<file path="src/rtl/rtc_alarm_pkg.sv">
package rtc_alarm_pkg;
  localparam int STAT_W   = 8;
  localparam int MSF_BIT  = 5;
  localparam int AF_BIT   = 3;
  localparam int TF_BIT   = 2;
  localparam int AIE_BIT  = 1;
  localparam logic [STAT_W-1:0] FLAG_MASK = (STAT_W'(1) << MSF_BIT)
                                          | (STAT_W'(1) << AF_BIT)
                                          | (STAT_W'(1) << TF_BIT);
  localparam logic [STAT_W-1:0] CTRL_MASK = ~FLAG_MASK;

  typedef struct packed {
    logic msf;
    logic af;
    logic tf;
  } flag_set_t;
endpackage

</file>
<file path="src/rtl/rtc_alarm_cmp.sv">
module rtc_alarm_cmp #(
  parameter int NF = 4,
  parameter int FW = 7
) (
  input  logic [NF*FW-1:0] cur_fields,
  input  logic [NF*FW-1:0] alm_fields,
  input  logic [NF-1:0]    alm_dis,
  output logic             match_now
);
  logic [NF-1:0] field_ok;

  for (genvar i = 0; i < NF; i++) begin : g_field
    assign field_ok[i] = alm_dis[i] |
                         (cur_fields[i*FW +: FW] == alm_fields[i*FW +: FW]);
  end

  // At least one field must be enabled for a match to exist.
  assign match_now = (&field_ok) & ~(&alm_dis);
endmodule

</file>
<file path="src/rtl/rtc_alarm_edge.sv">
module rtc_alarm_edge (
  input  logic clk,
  input  logic rst_n,
  input  logic tick,
  input  logic match_now,
  output logic af_set
);
  logic prev_match_q;

  always_ff @(posedge clk or negedge rst_n) begin
    if (!rst_n)    prev_match_q <= 1'b0;
    else if (tick) prev_match_q <= match_now;
  end

  assign af_set = tick & match_now & ~prev_match_q;
endmodule

</file>
<file path="src/rtl/rtc_alarm_status.sv">
module rtc_alarm_status
  import rtc_alarm_pkg::*;
(
  input  logic              clk,
  input  logic              rst_n,
  input  flag_set_t         set_ev,
  input  logic              wr_en,
  input  logic [STAT_W-1:0] wr_data,
  output logic [STAT_W-1:0] stat_q
);
  logic [STAT_W-1:0] stat_nxt;

  always_comb begin
    stat_nxt = stat_q;
    if (wr_en)
      stat_nxt = (wr_data & CTRL_MASK) | (stat_q & wr_data & FLAG_MASK);
    // Set events applied last: they win over a clearing write.
    if (set_ev.af)  stat_nxt[AF_BIT]  = 1'b1;
    if (set_ev.tf)  stat_nxt[TF_BIT]  = 1'b1;
    if (set_ev.msf) stat_nxt[MSF_BIT] = 1'b1;
  end

  always_ff @(posedge clk or negedge rst_n) begin
    if (!rst_n) stat_q <= '0;
    else        stat_q <= stat_nxt;
  end
endmodule

</file>
<file path="src/rtl/rtc_alarm_flags.sv">
module rtc_alarm_flags
  import rtc_alarm_pkg::*;
#(
  parameter int NF = 4,
  parameter int FW = 7
) (
  input  logic              clk,
  input  logic              rst_n,
  input  logic              tick,
  input  logic [NF*FW-1:0]  cur_fields,
  input  logic [NF*FW-1:0]  alm_fields,
  input  logic [NF-1:0]     alm_dis,
  input  logic              tf_set,
  input  logic              msf_set,
  input  logic              wr_en,
  input  logic [STAT_W-1:0] wr_data,
  output logic [STAT_W-1:0] stat_rdata,
  output logic              af,
  output logic              tf,
  output logic              msf,
  output logic              irq
);
  logic      match_now;
  logic      af_set;
  flag_set_t set_ev;

  rtc_alarm_cmp #(.NF(NF), .FW(FW)) cmp_i (
    .cur_fields (cur_fields),
    .alm_fields (alm_fields),
    .alm_dis    (alm_dis),
    .match_now  (match_now)
  );

  rtc_alarm_edge edge_i (
    .clk       (clk),
    .rst_n     (rst_n),
    .tick      (tick),
    .match_now (match_now),
    .af_set    (af_set)
  );

  assign set_ev.af  = af_set;
  assign set_ev.tf  = tf_set;
  assign set_ev.msf = msf_set;

  rtc_alarm_status stat_i (
    .clk     (clk),
    .rst_n   (rst_n),
    .set_ev  (set_ev),
    .wr_en   (wr_en),
    .wr_data (wr_data),
    .stat_q  (stat_rdata)
  );

  assign af  = stat_rdata[AF_BIT];
  assign tf  = stat_rdata[TF_BIT];
  assign msf = stat_rdata[MSF_BIT];
  assign irq = stat_rdata[AF_BIT] & stat_rdata[AIE_BIT];
endmodule

</file>
<file path="config.mk">
export PLATFORM = sky130hd
export DESIGN_NAME = rtc_alarm_flags
export DESIGN_NICKNAME = d
export VERILOG_FILES = /design/src/rtl/rtc_alarm_pkg.sv /design/src/rtl/rtc_alarm_cmp.sv /design/src/rtl/rtc_alarm_edge.sv /design/src/rtl/rtc_alarm_status.sv /design/src/rtl/rtc_alarm_flags.sv
export SDC_FILE = /design/constraint.sdc
export NUM_CORES = 1
export LEC_CHECK = 0
export CORE_MARGIN = 2
export CORE_UTILIZATION = 27
export CTS_BUF_LIST = sky130_fd_sc_hd__clkbuf_2
export CTS_CLUSTER_DIAMETER = 60
export DETAILED_ROUTE_END_ITERATION = 6
export MAX_ROUTING_LAYER = met4
export PLACE_DENSITY = 0.89
export SKIP_CTS_REPAIR_TIMING = 1
export SLEW_MARGIN = 20
export SYNTH_ARGS = -nofsm -noshare
export SYNTH_HDL_FRONTEND = slang
export SYNTH_HIERARCHICAL = 1
export SYNTH_SLANG_ARGS = --single-unit
</file>
<file path="constraint.sdc">
create_clock -name clk -period 0.98 [get_ports clk]
set_input_delay 0.098 -clock clk [delete_from_list [all_inputs] [get_ports clk]]
set_output_delay 0.098 -clock clk [all_outputs]
set_load 0.05 [all_outputs]
</file>
# == Word-level counts from Yosys, hierarchy flattened ==
# Index checks and enable logic that the tools add are counted.
# W data, S select, Z words.
# word_totals
reg_bits,9
output_inout_bits,12
# classes
eq_ne,4
n_mux,4
bitwise_logic,12
n_reduce_logical,5
# ops
op,n
$eq A7 B7 Y1,4
$or A8 B6 Y8,1
$reduce_and A4 Y1,2
$and A6 B6 Y6,1
$mux W6,1
$reduce_bool A2 Y1,3
$and A1 B1 Y1,4
$or A1 B1 Y1,4
$mux W1,3
$not A1 Y1,2

# == Depth between registers and ports, before layout ==
# depth
ltp_word,7
depth_mapped,6
depth_no_buf,6

# == Cells and area by module ==
# Netlist, hierarchy kept.
# by_module_without_submodules
mod,n_inst,cells_per_inst,area_each_um2
rtc_alarm_status,1,20,327.8
rtc_alarm_cmp,1,39,321.6
rtc_alarm_edge,1,3,50.0
rtc_alarm_flags,1,4,28.8

# == Least setup slack after synthesis ==
# No wires, ideal clock.
# synth_timing
kind,input-to-reg
start,input alm_fields[21]
end,register stat_i.stat_q[3]
setup_time_ps,65
t_arrival_ps,1211
t_required_ps,915
slack_ps,-296
path_stages,6
path_buffers,0
cell_sequence,xor2_1 nor4_1 a41oi_1 nor4_1 and3b_2 a21o_1
# synth_via
elab_chain_len,7
word_cells_on_any_way,8
# synth_rtl
item,line_no,source
from (decl),rtc_alarm_flags.sv:11,"input logic [NF*FW-1:0] alm_fields,"
$eq A7 B7 Y1 (*),rtc_alarm_cmp.sv:14,(cur_fields[i*FW +: FW] == alm_fields[i*FW +: FW]);
$or A1 B1 Y1 (*),rtc_alarm_cmp.sv:13,assign field_ok[i] = alm_dis[i] |
$reduce_and A4 Y1 (*),rtc_alarm_cmp.sv:18,assign match_now = (&field_ok) & ~(&alm_dis);
$and A1 B1 Y1 (*),rtc_alarm_cmp.sv:18,
via match_now,rtc_alarm_flags.sv:23,logic match_now;
$and A1 B1 Y1 (*) (2 in series),rtc_alarm_edge.sv:15,assign af_set = tick & match_now & ~prev_match_q;
via af_set,rtc_alarm_flags.sv:24,logic af_set;
$mux W1 or $reduce_bool A2 Y1 (tied branches),n/a,
to (signal assigned),rtc_alarm_status.sv:25,else stat_q <= stat_nxt;
to (decl),rtc_alarm_status.sv:9,output logic [STAT_W-1:0] stat_q
# Mark *: on every way through the listed nets, which the timed path passes. The rest lies on a longest branch.
# A chain may end at the register's enable or synchronous reset.

# == Worst setup path in the final report ==
# layout_timing
start,input cur_fields[23]
end,register stat_i.stat_q[3]
# layout_via
elab_chain_len,7
word_cells_on_any_way,8
# layout_rtl
item,line_no,source
from (decl),rtc_alarm_flags.sv:10,"input logic [NF*FW-1:0] cur_fields,"
$eq A7 B7 Y1 (*),rtc_alarm_cmp.sv:14,
$or A1 B1 Y1 (*),rtc_alarm_cmp.sv:13,
$reduce_and A4 Y1 (*),rtc_alarm_cmp.sv:18,
$and A1 B1 Y1 (*),rtc_alarm_cmp.sv:18,
via match_now,rtc_alarm_flags.sv:23,
$and A1 B1 Y1 (*) (2 in series),rtc_alarm_edge.sv:15,
via af_set,rtc_alarm_flags.sv:24,
$mux W1 or $reduce_bool A2 Y1 (tied branches),n/a,
# Marks and branches as above.

==> flow_summary.yaml <==
power_and_ir_drop:
  p_leak_uw: 0.00115
  vdd_drop_max_mv: 0.760
  power_density_nw_per_um2: 801
  finalPower_uw: 1560
timing:
  min_period_ns: 1.31
  slew_headroom: 0.739
  max_freq_ghz: 0.761
  finalClockSkew_ns: 0.000235
  setup_ws_ns: -0.334
  worst_slew_pin_slew_ns: 0.390
  hold_viol: 0
  fin_crit_sh: 1.34
  slew_violations: 0
  whs_ns: 0.130
  setup_viol: 6
  rsz0062_at_grt: "yes"
setup_path:
  path_buf_inv: 1
  max_stage_delay_ns: 0.37
  cp_slowest_cell: "nor4_2"
  crit_family: "simple AND/OR/NAND/NOR gates"
  cpMostUsedCell: "nor4_2"
  critPathLaunchType: "primary input"
  path_max_fanout: 2
  critical_path_class: "in -> reg"
  end_kind: "flop"
  cp.arrival_ns: 1.51
  crit_chain: "buf_6 > xor2_1 > nor4_2 > a41oi_2 > nor4_2 > and3b_2 > a21o_1"
  crit_required_ns: 1.17
global_route:
  overflow: 0
  grt_pass1_vias: 987
  grt_pass1_wl_mm: 4.20
  track_usage: 0.180
  grt_max_degree: 10
  grt_antenna_before_repair: 0
synthesis:
  synth_cells: 66
  synthArstFlopShare: 1.00
  syn-cell-area_um2: 728
  yosysMostFrequentCell: "xor2_1"
  yosys.area.top_type: "dfrtp_1"
  yosys_warnings: 6
  yosys-top-cells-area: "dfrtp_1, xor2_1, mux2_4"
  synthTopCellsByCount: "xor2_1, dfrtp_1, xnor2_1"
  synth_top_area_frac: 0.309
  synth.distinct_cells: 14
  syn_area_per_cell_um2: 11.0
  ys_seq_area_frac: 0.309
  synth_nets: 140
  synth_edf_count: 0
  synth_ff_type: "dfrtp_1"
  ys_ff_latch: 9
die:
  die_w_um: 55.9
  chipHeight_um: 55.9
  start_util: 0.289
  dieArea_um2: 3130
  rows: 18
  fp.coreArea_um2: 2520
  io_pins: 86
detailed_routing:
  drt-initial-drc-count: 15
  wl_per_cell_um: 18.2
  vias_per_cell: 4.90
  route.detailed.drc: 0
  antenna_left: 0
  drt_wl_total_mm: 3.35
  dr.pass1.iters: 4
  vias: 902
clock_network:
  clock_latency_ns: 0.25
  cts_max_path_buffers: 2
  numCtsBuffers: 3
  cts_htree_levels: 1
  cts_root_buffer: "clkbuf_2"
  cts_tree: "done"
  clkTransAtPathRegs_ns: 0.09
  clkSinkCount: 9
run:
  cap_viol_max_count: 0
placed_design:
  dpl.hpwl_mm: 2.44
  pre_cts_ws_ns: -0.906
  port_buffers: 85
  gp_congestion: 0.695
  placed_area_um2: 1740
final_layout:
  drive_above_1_share: 0.370
  utilization: 0.770
  finalNetCount: 229
  area_delta_synth_final_pct: 167
  final_area_um2: 1940
  diodes: 0
  fillCellCount: 143
hold_path:
  min_path_type: "in -> async"
status:
  status: "complete, but fails checks"
  violations: "setup timing"
-- cells in the final DEF, fill, tap and decap left out, types with 2 or more instances in the layout --
| cell | instances |
|---|---|
| a21o_1 | 3 |
| a41oi_2 | 3 |
| buf_12 | 13 |
| buf_6 | 3 |
| clkbuf_2 | 12 |
| clkdlybuf4s50_1 | 22 |
| dfrtp_1 | 2 |
| dfrtp_2 | 7 |
| dlymetal6s2s_1 | 42 |
| mux2_4 | 6 |
| nand2b_1 | 3 |
| nor4_2 | 5 |
| xnor2_1 | 5 |
| xnor2_2 | 4 |
| xor2_1 | 17 |
| xor2_2 | 2 |
-- kinds of logic after synthesis --
logic type,after synthesis,synth area share
AO/OA/AOI/OAI,7,0.0773
XOR/XNOR,28,0.337
buffers and inverters,4,0.0464
flip-flops,9,0.309
multiplexers,6,0.124
AND/OR/NAND/NOR,12,0.107
-- path summary, 6_finish.rpt --
kind,start,to,slack (ns),cells after the start
max in group asynchronous,rst_n,stat_i/stat_q[1],0.55,1
setup reg to reg,stat_i/stat_q[1],stat_i/stat_q[1],0.06,2
hold reg to reg,edge_i/prev_match_q,edge_i/prev_match_q,0.52,1
setup / recovery,cur_fields[23],stat_i/stat_q[3],-0.33,7
hold / removal,rst_n,edge_i/prev_match_q,0.13,1
min in group clk,tf_set,stat_i/stat_q[2],0.42,2
-- where the power goes --
part	leakage, uW	total (uW)	internal [uW]	switching (uW)
sequential	0.0000996	446	407	38.8
combinational	0.00103	869	512	358
clock	0.0000166	241	108	132
-- registers in the layout, indices dropped and copies added, names as in the netlist --
signal,count
stat_i/stat_q,8
edge_i/prev_match_q,1
-- layer usage --
metal / GRT usage / wire length [um] / up-vias
met5: - / 0 / -
met4: 0.0612 / 121 / 0
met3: 0.0512 / 253 / 10
met2: 0.342 / 1890 / 63
met1: 0.174 / 1080 / 428
li1: - / - / 401
-- through the flow --
| stage | TNS, ns | instances |
|---|---|---|
| 3_3_place_gp | -2.77 | 179 |
| 5_1_grt | -1.09 | 184 |
| 6_report | -0.805 | 184 |
| 4_1_cts | -1.46 | 183 |
| 3_5_place_dp | -2.87 | 179 |
| 2_1_floorplan | -0.650 | 66 |
-- worst reg2reg max path, cell delays in order, from the launching register on --
cell and delay, ns:
dfrtp_2 0.42, buf_6 0.12, mux2_4 0.26
-- final cells by class --
| class | count | area (um^2) | area share |
|---|---|---|---|
| timing repair buffer | 88 | 1080 | 0.556 |
| sequential | 9 | 234 | 0.120 |
| tap | 30 | 37.5 | 0.0193 |
| clock buffer | 4 | 20.0 | 0.0103 |
| multi-input combinational | 53 | 571 | 0.294 |
(Power assumes the default switching activity.)
